$ cat config.mk
export PLATFORM = sky130hd
export DESIGN_NAME = acc_core
export DESIGN_NICKNAME = d
export VERILOG_FILES = /design/src/rtl/acc_core_pkg.sv /design/src/rtl/acc_core_alu.sv /design/src/rtl/acc_core_ctrl.sv /design/src/rtl/acc_core_dp.sv /design/src/rtl/acc_core.sv
export SDC_FILE = /design/constraint.sdc
export NUM_CORES = 1
export LEC_CHECK = 0
export BUFFER_PORTS_ARGS = -buffer_cell sky130_fd_sc_hd__buf_2
export CORE_MARGIN = 4
export CORE_UTILIZATION = 55
export CTS_CLUSTER_DIAMETER = 30
export DETAILED_ROUTE_END_ITERATION = 8
export PLACE_DENSITY = 0.89
export SLEW_MARGIN = 15
export SYNTH_ARGS = -nofsm -noshare
export SYNTH_HDL_FRONTEND = slang
export SYNTH_SLANG_ARGS = --single-unit
$ cat constraint.sdc
create_clock -name clk -period 4.7 [get_ports clk]
set_input_delay 1.175 -clock clk [delete_from_list [all_inputs] [get_ports clk]]
set_output_delay 1.175 -clock clk [all_outputs]
set_load 0.02 [all_outputs]
$ cat src/rtl/acc_core_pkg.sv
package acc_core_pkg;

   localparam int OP_W   = 4;
   localparam int STEP_W = 3;

   localparam logic [OP_W-1:0] OPC_LOAD  = 4'd0;
   localparam logic [OP_W-1:0] OPC_STORE = 4'd1;
   localparam logic [OP_W-1:0] OPC_ADD   = 4'd2;
   localparam logic [OP_W-1:0] OPC_SUB   = 4'd3;
   localparam logic [OP_W-1:0] OPC_NAND  = 4'd4;
   localparam logic [OP_W-1:0] OPC_SHL   = 4'd5;
   localparam logic [OP_W-1:0] OPC_JUMP  = 4'd6;
   localparam logic [OP_W-1:0] OPC_BRNZ  = 4'd7;
   localparam logic [OP_W-1:0] OPC_LDIND = 4'd8;
   localparam logic [OP_W-1:0] OPC_LDDEC = 4'd9;

   // bus source indices (one-hot output enables)
   localparam int N_SRC   = 4;
   localparam int SRC_PC  = 0;
   localparam int SRC_MDR = 1;
   localparam int SRC_FLD = 2;
   localparam int SRC_ACC = 3;

   typedef enum logic [2:0] {
      ALU_PASS, ALU_ADD, ALU_SUB, ALU_NAND, ALU_SHL
   } alu_fn_e;

   typedef struct packed {
      logic [N_SRC-1:0] oe;
      logic    ld_mar;
      logic    ld_ir;
      logic    ld_pc;
      logic    br_nz;
      logic    inc_pc;
      logic    ld_acc;
      logic    ld_z;
      logic    mdr_bus;
      logic    mdr_mem;
      logic    mdr_dec;
      logic    rd;
      logic    wr;
      logic    done;
      alu_fn_e fn;
   } uop_t;

endpackage

$ cat src/rtl/acc_core_alu.sv
module acc_core_alu
   import acc_core_pkg::*;
#(
   parameter int DATA_W = 16
) (
   input  logic [DATA_W-1:0] a,
   input  logic [DATA_W-1:0] b,
   input  alu_fn_e           fn,
   output logic [DATA_W-1:0] y
);

   always_comb begin
      unique case (fn)
         ALU_ADD:  y = a + b;
         ALU_SUB:  y = a - b;
         ALU_NAND: y = ~(a & b);
         ALU_SHL:  y = {a[DATA_W-2:0], 1'b0};
         default:  y = b;
      endcase
   end

endmodule

$ cat src/rtl/acc_core_ctrl.sv
module acc_core_ctrl
   import acc_core_pkg::*;
(
   input  logic            clk,
   input  logic            rst,
   input  logic [OP_W-1:0] opcode,
   output uop_t            uop
);

   typedef enum logic [1:0] {PH_ADR, PH_RD, PH_DEC, PH_EXE} phase_e;

   phase_e            phase;
   logic [STEP_W-1:0] step;

   always_ff @(posedge clk) begin
      if (rst) begin
         phase <= PH_ADR;
         step  <= '0;
      end else begin
         unique case (phase)
            PH_ADR: phase <= PH_RD;
            PH_RD:  phase <= PH_DEC;
            PH_DEC: phase <= PH_EXE;
            default: begin
               if (uop.done) begin
                  phase <= PH_ADR;
                  step  <= '0;
               end else begin
                  step <= step + 1'b1;
               end
            end
         endcase
      end
   end

   always_comb begin
      uop    = '0;
      uop.fn = ALU_PASS;
      unique case (phase)
         PH_ADR: begin
            uop.oe[SRC_PC] = 1'b1;
            uop.ld_mar     = 1'b1;
         end
         PH_RD: begin
            uop.rd      = 1'b1;
            uop.mdr_mem = 1'b1;
            uop.inc_pc  = 1'b1;
         end
         PH_DEC: begin
            uop.oe[SRC_MDR] = 1'b1;
            uop.ld_ir       = 1'b1;
            uop.ld_mar      = 1'b1;
         end
         default: begin
            unique case (opcode)
               OPC_LOAD: begin
                  if (step == 0) begin
                     uop.rd = 1'b1; uop.mdr_mem = 1'b1;
                  end else begin
                     uop.oe[SRC_MDR] = 1'b1; uop.ld_acc = 1'b1; uop.done = 1'b1;
                  end
               end
               OPC_STORE: begin
                  if (step == 0) begin
                     uop.oe[SRC_ACC] = 1'b1; uop.mdr_bus = 1'b1;
                  end else begin
                     uop.wr = 1'b1; uop.done = 1'b1;
                  end
               end
               OPC_ADD, OPC_SUB, OPC_NAND: begin
                  if (step == 0) begin
                     uop.rd = 1'b1; uop.mdr_mem = 1'b1;
                  end else begin
                     uop.oe[SRC_MDR] = 1'b1; uop.ld_acc = 1'b1; uop.ld_z = 1'b1;
                     uop.done = 1'b1;
                     uop.fn = (opcode == OPC_ADD) ? ALU_ADD :
                              (opcode == OPC_SUB) ? ALU_SUB : ALU_NAND;
                  end
               end
               OPC_SHL: begin
                  uop.fn = ALU_SHL; uop.ld_acc = 1'b1; uop.ld_z = 1'b1; uop.done = 1'b1;
               end
               OPC_JUMP, OPC_BRNZ: begin
                  uop.oe[SRC_FLD] = 1'b1; uop.ld_pc = 1'b1; uop.done = 1'b1;
                  uop.br_nz = (opcode == OPC_BRNZ);
               end
               OPC_LDIND: begin
                  unique case (step)
                     3'd0, 3'd2: begin uop.rd = 1'b1; uop.mdr_mem = 1'b1; end
                     3'd1: begin uop.oe[SRC_MDR] = 1'b1; uop.ld_mar = 1'b1; end
                     default: begin
                        uop.oe[SRC_MDR] = 1'b1; uop.ld_acc = 1'b1; uop.done = 1'b1;
                     end
                  endcase
               end
               OPC_LDDEC: begin
                  unique case (step)
                     3'd0, 3'd4: begin uop.rd = 1'b1; uop.mdr_mem = 1'b1; end
                     3'd1: uop.mdr_dec = 1'b1;
                     3'd2: uop.wr = 1'b1;
                     3'd3: begin uop.oe[SRC_MDR] = 1'b1; uop.ld_mar = 1'b1; end
                     default: begin
                        uop.oe[SRC_MDR] = 1'b1; uop.ld_acc = 1'b1; uop.done = 1'b1;
                     end
                  endcase
               end
               default: uop.done = 1'b1;
            endcase
         end
      endcase
   end

   // an execute sequence never outlives the longest opcode
   p_step_bound_r8: assert property (@(posedge clk) disable iff (rst)
      (phase == PH_EXE) |-> (step <= 3'd5));

endmodule

$ cat src/rtl/acc_core_dp.sv
module acc_core_dp
   import acc_core_pkg::*;
#(
   parameter  int DATA_W = 16,
   localparam int ADDR_W = DATA_W - OP_W
) (
   input  logic              clk,
   input  logic              rst,
   input  uop_t              uop,
   input  logic [DATA_W-1:0] mem_rdata,
   output logic [ADDR_W-1:0] mem_addr,
   output logic [DATA_W-1:0] mem_wdata,
   output logic [OP_W-1:0]   opcode
);

   localparam int PAD_W = DATA_W - ADDR_W;

   logic [ADDR_W-1:0] pc, mar;
   logic [DATA_W-1:0] mdr, acc, bus, alu_y;
   logic [OP_W-1:0]   ir;
   logic              zf;
   logic [DATA_W-1:0] src [N_SRC];

   assign src[SRC_PC]  = {{PAD_W{1'b0}}, pc};
   assign src[SRC_MDR] = mdr;
   assign src[SRC_FLD] = {{PAD_W{1'b0}}, mdr[ADDR_W-1:0]};
   assign src[SRC_ACC] = acc;

   // AND-OR bus: each source gated by its own output enable
   always_comb begin
      bus = '0;
      for (int i = 0; i < N_SRC; i++)
         bus |= src[i] & {DATA_W{uop.oe[i]}};
   end

   acc_core_alu #(.DATA_W(DATA_W)) u_alu (
      .a  (acc),
      .b  (bus),
      .fn (uop.fn),
      .y  (alu_y)
   );

   always_ff @(posedge clk) begin
      if (rst) begin
         pc  <= '0;
         acc <= '0;
         zf  <= 1'b0;
         mar <= '0;
         mdr <= '0;
         ir  <= '0;
      end else begin
         if (uop.ld_mar) mar <= bus[ADDR_W-1:0];
         if (uop.ld_ir)  ir  <= bus[DATA_W-1 -: OP_W];
         if (uop.ld_pc && !(uop.br_nz && zf)) pc <= bus[ADDR_W-1:0];
         else if (uop.inc_pc)                 pc <= pc + 1'b1;
         if (uop.mdr_mem)      mdr <= mem_rdata;
         else if (uop.mdr_bus) mdr <= bus;
         else if (uop.mdr_dec) mdr <= mdr - 1'b1;
         if (uop.ld_acc) acc <= alu_y;
         if (uop.ld_z)   zf  <= (alu_y == '0);
      end
   end

   assign mem_addr  = mar;
   assign mem_wdata = mdr;
   assign opcode    = ir;

   p_one_driver_r10: assert property (@(posedge clk) disable iff (rst)
      $onehot0(uop.oe));
   p_rd_wr_excl_r10: assert property (@(posedge clk) disable iff (rst)
      !(uop.rd && uop.wr));
   p_pc_step_r2: assert property (@(posedge clk) disable iff (rst)
      uop.inc_pc |=> pc == ADDR_W'($past(pc) + 1'b1));
   p_zero_track_r5: assert property (@(posedge clk) disable iff (rst)
      uop.ld_z |=> zf == (acc == '0));
   p_zero_hold_r5: assert property (@(posedge clk) disable iff (rst)
      !uop.ld_z |=> $stable(zf));
   p_branch_hold_r6: assert property (@(posedge clk) disable iff (rst)
      (uop.ld_pc && uop.br_nz && zf) |=> $stable(pc));
   p_ptr_dec_r8: assert property (@(posedge clk) disable iff (rst)
      uop.mdr_dec |=> mdr == DATA_W'($past(mdr) - 1'b1));
   p_done_no_write_r9: assert property (@(posedge clk) disable iff (rst)
      (uop.done && !uop.ld_acc && !uop.ld_pc) |-> !uop.rd);

endmodule

$ cat src/rtl/acc_core.sv
module acc_core
   import acc_core_pkg::*;
#(
   parameter  int DATA_W = 16,
   localparam int ADDR_W = DATA_W - OP_W
) (
   input  logic              clk,
   input  logic              rst,
   output logic [ADDR_W-1:0] mem_addr,
   input  logic [DATA_W-1:0] mem_rdata,
   output logic [DATA_W-1:0] mem_wdata,
   output logic              mem_rd,
   output logic              mem_wr
);

   generate
      if (DATA_W < OP_W + 4) begin : g_bad_width
         $error("acc_core: DATA_W must leave at least 4 address bits");
      end
   endgenerate

   uop_t            uop;
   logic [OP_W-1:0] opcode;

   acc_core_ctrl u_ctrl (
      .clk    (clk),
      .rst    (rst),
      .opcode (opcode),
      .uop    (uop)
   );

   acc_core_dp #(.DATA_W(DATA_W)) u_dp (
      .clk       (clk),
      .rst       (rst),
      .uop       (uop),
      .mem_rdata (mem_rdata),
      .mem_addr  (mem_addr),
      .mem_wdata (mem_wdata),
      .opcode    (opcode)
   );

   assign mem_rd = uop.rd;
   assign mem_wr = uop.wr;

endmodule

==> results.cfg <==
[worst_setup_path]
r2r-start = u_ctrl.step[0]
ff2ff_path_depth = 23
r2r_end = u_dp.zf
cp_max_fo = 5
r2r_setup_slack_ps = 8
critical_path_required_ps = 4990
critPathLaunchType = flip-flop
arrival_ps = 4980
crit_type = flip-flop to flip-flop
critPathCaptureType = flip-flop

[clock_tree]
clockRootBuffer = clkbuf_8
path_clk_slew_ps = 70
cts_buffer_depth = 2
cts_buffers = 9
tritoncts = yes
ctsHoldBuffers = 0
clock-sinks = 66
insertion_delay_ps = 360
cts_max_level = 3

[status]
status = completed

[timing]
worst_slew_pin_slew_ps = 1050
rsz0062_at_grt = true
fin_ws_ps = 8.13
fin_skew_ps = 13.4
setup_viol = 0
period_minus_slack_ps = 4690
drv_slew = 0
finalHoldViolations = 0
fin_crit_sh_pct = 99.8
fmax_mhz = 213
whs_ps = 499
max-slew-margin-rel_pct = 30.0

[floorplan]
dieArea_sq_um = 11500
die_h_um = 107
initial_core_util_pct = 57.4
pin_count = 48
core_sq_um = 9420
rows = 35
die_x_um = 107

[synth]
yosysWarnings = 0
syn-cell-area_sq_um = 5410
synth_flop_cell = dfxtp_1
synth_cells = 723
yosys.cell_types.count = 68
synth_top_area_cell = dfxtp_1
async_reset_ff_share_pct = 0
synth-edff-count = 0
synth_top_cell_area_share_pct = 24.4
yosysSeqAreaShare_pct = 24.4
syn-num-nets = 772
syn_area_per_cell_sq_um = 7.48
ys_top_cells_by_area = dfxtp_1, nor2_1, ha_1, a211oi_1, a21oi_1
ys_ff_latch = 66

[power]
p_seq_share_pct = 20.1
ir_drop_uv = 439
clockPowerShare_pct = 11.5
switching_share_pct = 49.6
intPower_mw = 2.18
p_per_area_nw_per_um2 = 659
switching_power_mw = 2.15
pwr-share-comb_pct = 68.4
leakage_nw = 2.71

[place]
place_ws_ps = -187
io_buffers = 47
dp_hpwl_um = 12900
gp_congestion = 0.995

[grt]
grt_max_degree = 65
grt_pass1_vias = 5686
grt_usage_pct = 29.9
grt_overflow = 0
grt_pass1_wl_um = 28000
grt_antenna_before_repair = 0

[layout]
nFillCells = 694
fin_nets = 847
drive_gt1_share_pct = 23.0
area.growth.synth_to_final_pct = 21.6
diodes = 0

[routing]
drt-initial-drc-count = 879
drt-pass1-iter-count = 7
via_per_inst = 6.76
vias = 6298
post_drt_wl_per_cell_um = 20.1
routed_wl_um = 18700
route.detailed.drc = 0
ant_nets = 0

[min_path]
min_from = u_dp.mem_addr[2]
holdPathEnd = u_dp.mem_addr[2]
worstHoldPathCells = 2
worst_hold_path_type = flip-flop to flip-flop

[job]
drv_cap = 0
==> cell usage in the layout (no fill, tap or decap), types with 6 or more instances in the layout <==
cell and n:
nor2_1 108, buf_4 71, dfxtp_1 63, a21oi_1 49, nand2_1 48, buf_2 47, a211oi_1 46, o21ai_0 28
ha_1 23, xor2_1 19, nor3_1 19, inv_1 18, nand3_1 18, xnor2_1 16, and3_1 11, mux2i_1 11
clkbuf_8 10, and2_1 8, a31oi_1 8, o221ai_1 8, a311oi_1 8, nand2b_1 7, a222oi_1 6, a221oi_1 6
a32oi_1 6, or3_1 6, a22oi_1 6, nor4_1 6
==> cell families after synthesis <==
kind of cell	Yosys count	synth area share [%]
and+or+nand+nor	270	23.9
AOI/OAI and AO/OA	230	30.5
buffers and inverters	78	5.76
DFF	66	24.4
xor gates and xnor gates	35	5.67
adders and majority gates	31	7.31
muxes	13	2.43
==> cell usage after synthesis, drive strengths merged (10+ instances only) <==
cell type    n
nand2       49
clkbuf      47
buf         10
nor2       110
nand3       18
o21ai       33
xnor2       16
dfxtp       66
xor2        19
mux2i       12
a221oi      10
a21oi       53
inv         21
and3        11
a211oi      46
ha          30
nor3        22
==> power by group through the flow <==
stage                     combinational (mW)  clock [mW]  sequential [mW]
final                                   2.97       0.499            0.870
after global routing                    3.17       0.523            0.885
after CTS                               2.65       0.502            0.850
after detailed placement                2.54           0            0.861
after global placement                  2.44           0            0.854
after floorplan                         1.76           0            0.921
==> per-stage QoR <==
step	power [mW]	cells	setup TNS, ps	area (sq um)	util [%]
global placement	3.29	894	-91.2	5990	63.6
finish	4.33	932	0	6570	69.8
CTS	4.00	914	0	6270	66.6
global route	4.58	932	-337	6570	69.8
floorplan	2.68	723	0	5410	-
detailed placement	3.41	894	-187	5990	63.6
==> flip-flops by register name (all words and copies together) (netlist names) <==
name,count
u_dp.acc,16
u_ctrl.phase,2
u_ctrl.step,3
u_dp.mem_wdata,16
u_dp.pc,12
u_dp.mem_addr,12
u_dp.zf,1
u_dp.opcode,4
==> cell type report <==
cell class	count	area [sq um]	area share [%]
clock buffers	10	138	2.09
clock inverters	6	63.8	0.971
inverters	21	83.8	1.28
multi-input cells	579	3970	60.4
flip-flops and latches	66	1330	20.2
well taps	129	161	2.46
repair buffers	121	828	12.6
==> per-layer routing <==
| metal | vias to the layer above | GRT usage [%] | part of all wire [%] |
|---|---|---|---|
| met2 | 515 | 46.9 | 44 |
| met1 | 2836 | 39.9 | 39 |
| li1 | 2842 | - | - |
| met5 | - | 0 | 0 |
| met4 | 0 | 12.6 | 5.2 |
| met3 | 105 | 5.90 | 12 |
==> critical path, cell delays in order, from the launching register on <==
cell	delay, ps
dfxtp_4	380
buf_4	120
ha_4	150
mux2i_2	90
o221ai_4	230
a31oi_4	170
a222oi_1	390
buf_4	190
buf_4	110
nand3_1	60
buf_4	180
o21ai_1	140
xnor2_1	170
ha_1	310
o21a_1	240
o2111ai_1	300
a21oi_2	90
or3_1	330
nand3_1	100
a22oi_1	110
nor4bb_2	330
buf_4	170
nand4_1	100
o21ai_1	130
==> timing repair <==
action,CTS,global route
resized for setup,16,38
buffers inserted,4,17
gates cloned,0,1
endpoints found under the setup margin,3,10
pin swaps,5,22
==> worst max path at each step <==
stage / start / to / slack (ps) / depth (start not counted)
2_1_floorplan: u_ctrl.step[0] / u_dp.zf / 200 / 20
3_3_place_gp: u_ctrl.step[0] / u_dp.zf / -90 / 22
3_5_place_dp: u_ctrl.step[0] / u_dp.zf / -190 / 21
4_1_cts: u_ctrl.step[0] / u_dp.zf / 4 / 21
5_1_grt: u_ctrl.step[0] / u_dp.zf / -150 / 24
6_report: u_ctrl.step[0] / u_dp.zf / 8 / 23
No activity file was read; power rests on OpenSTA's default activity.
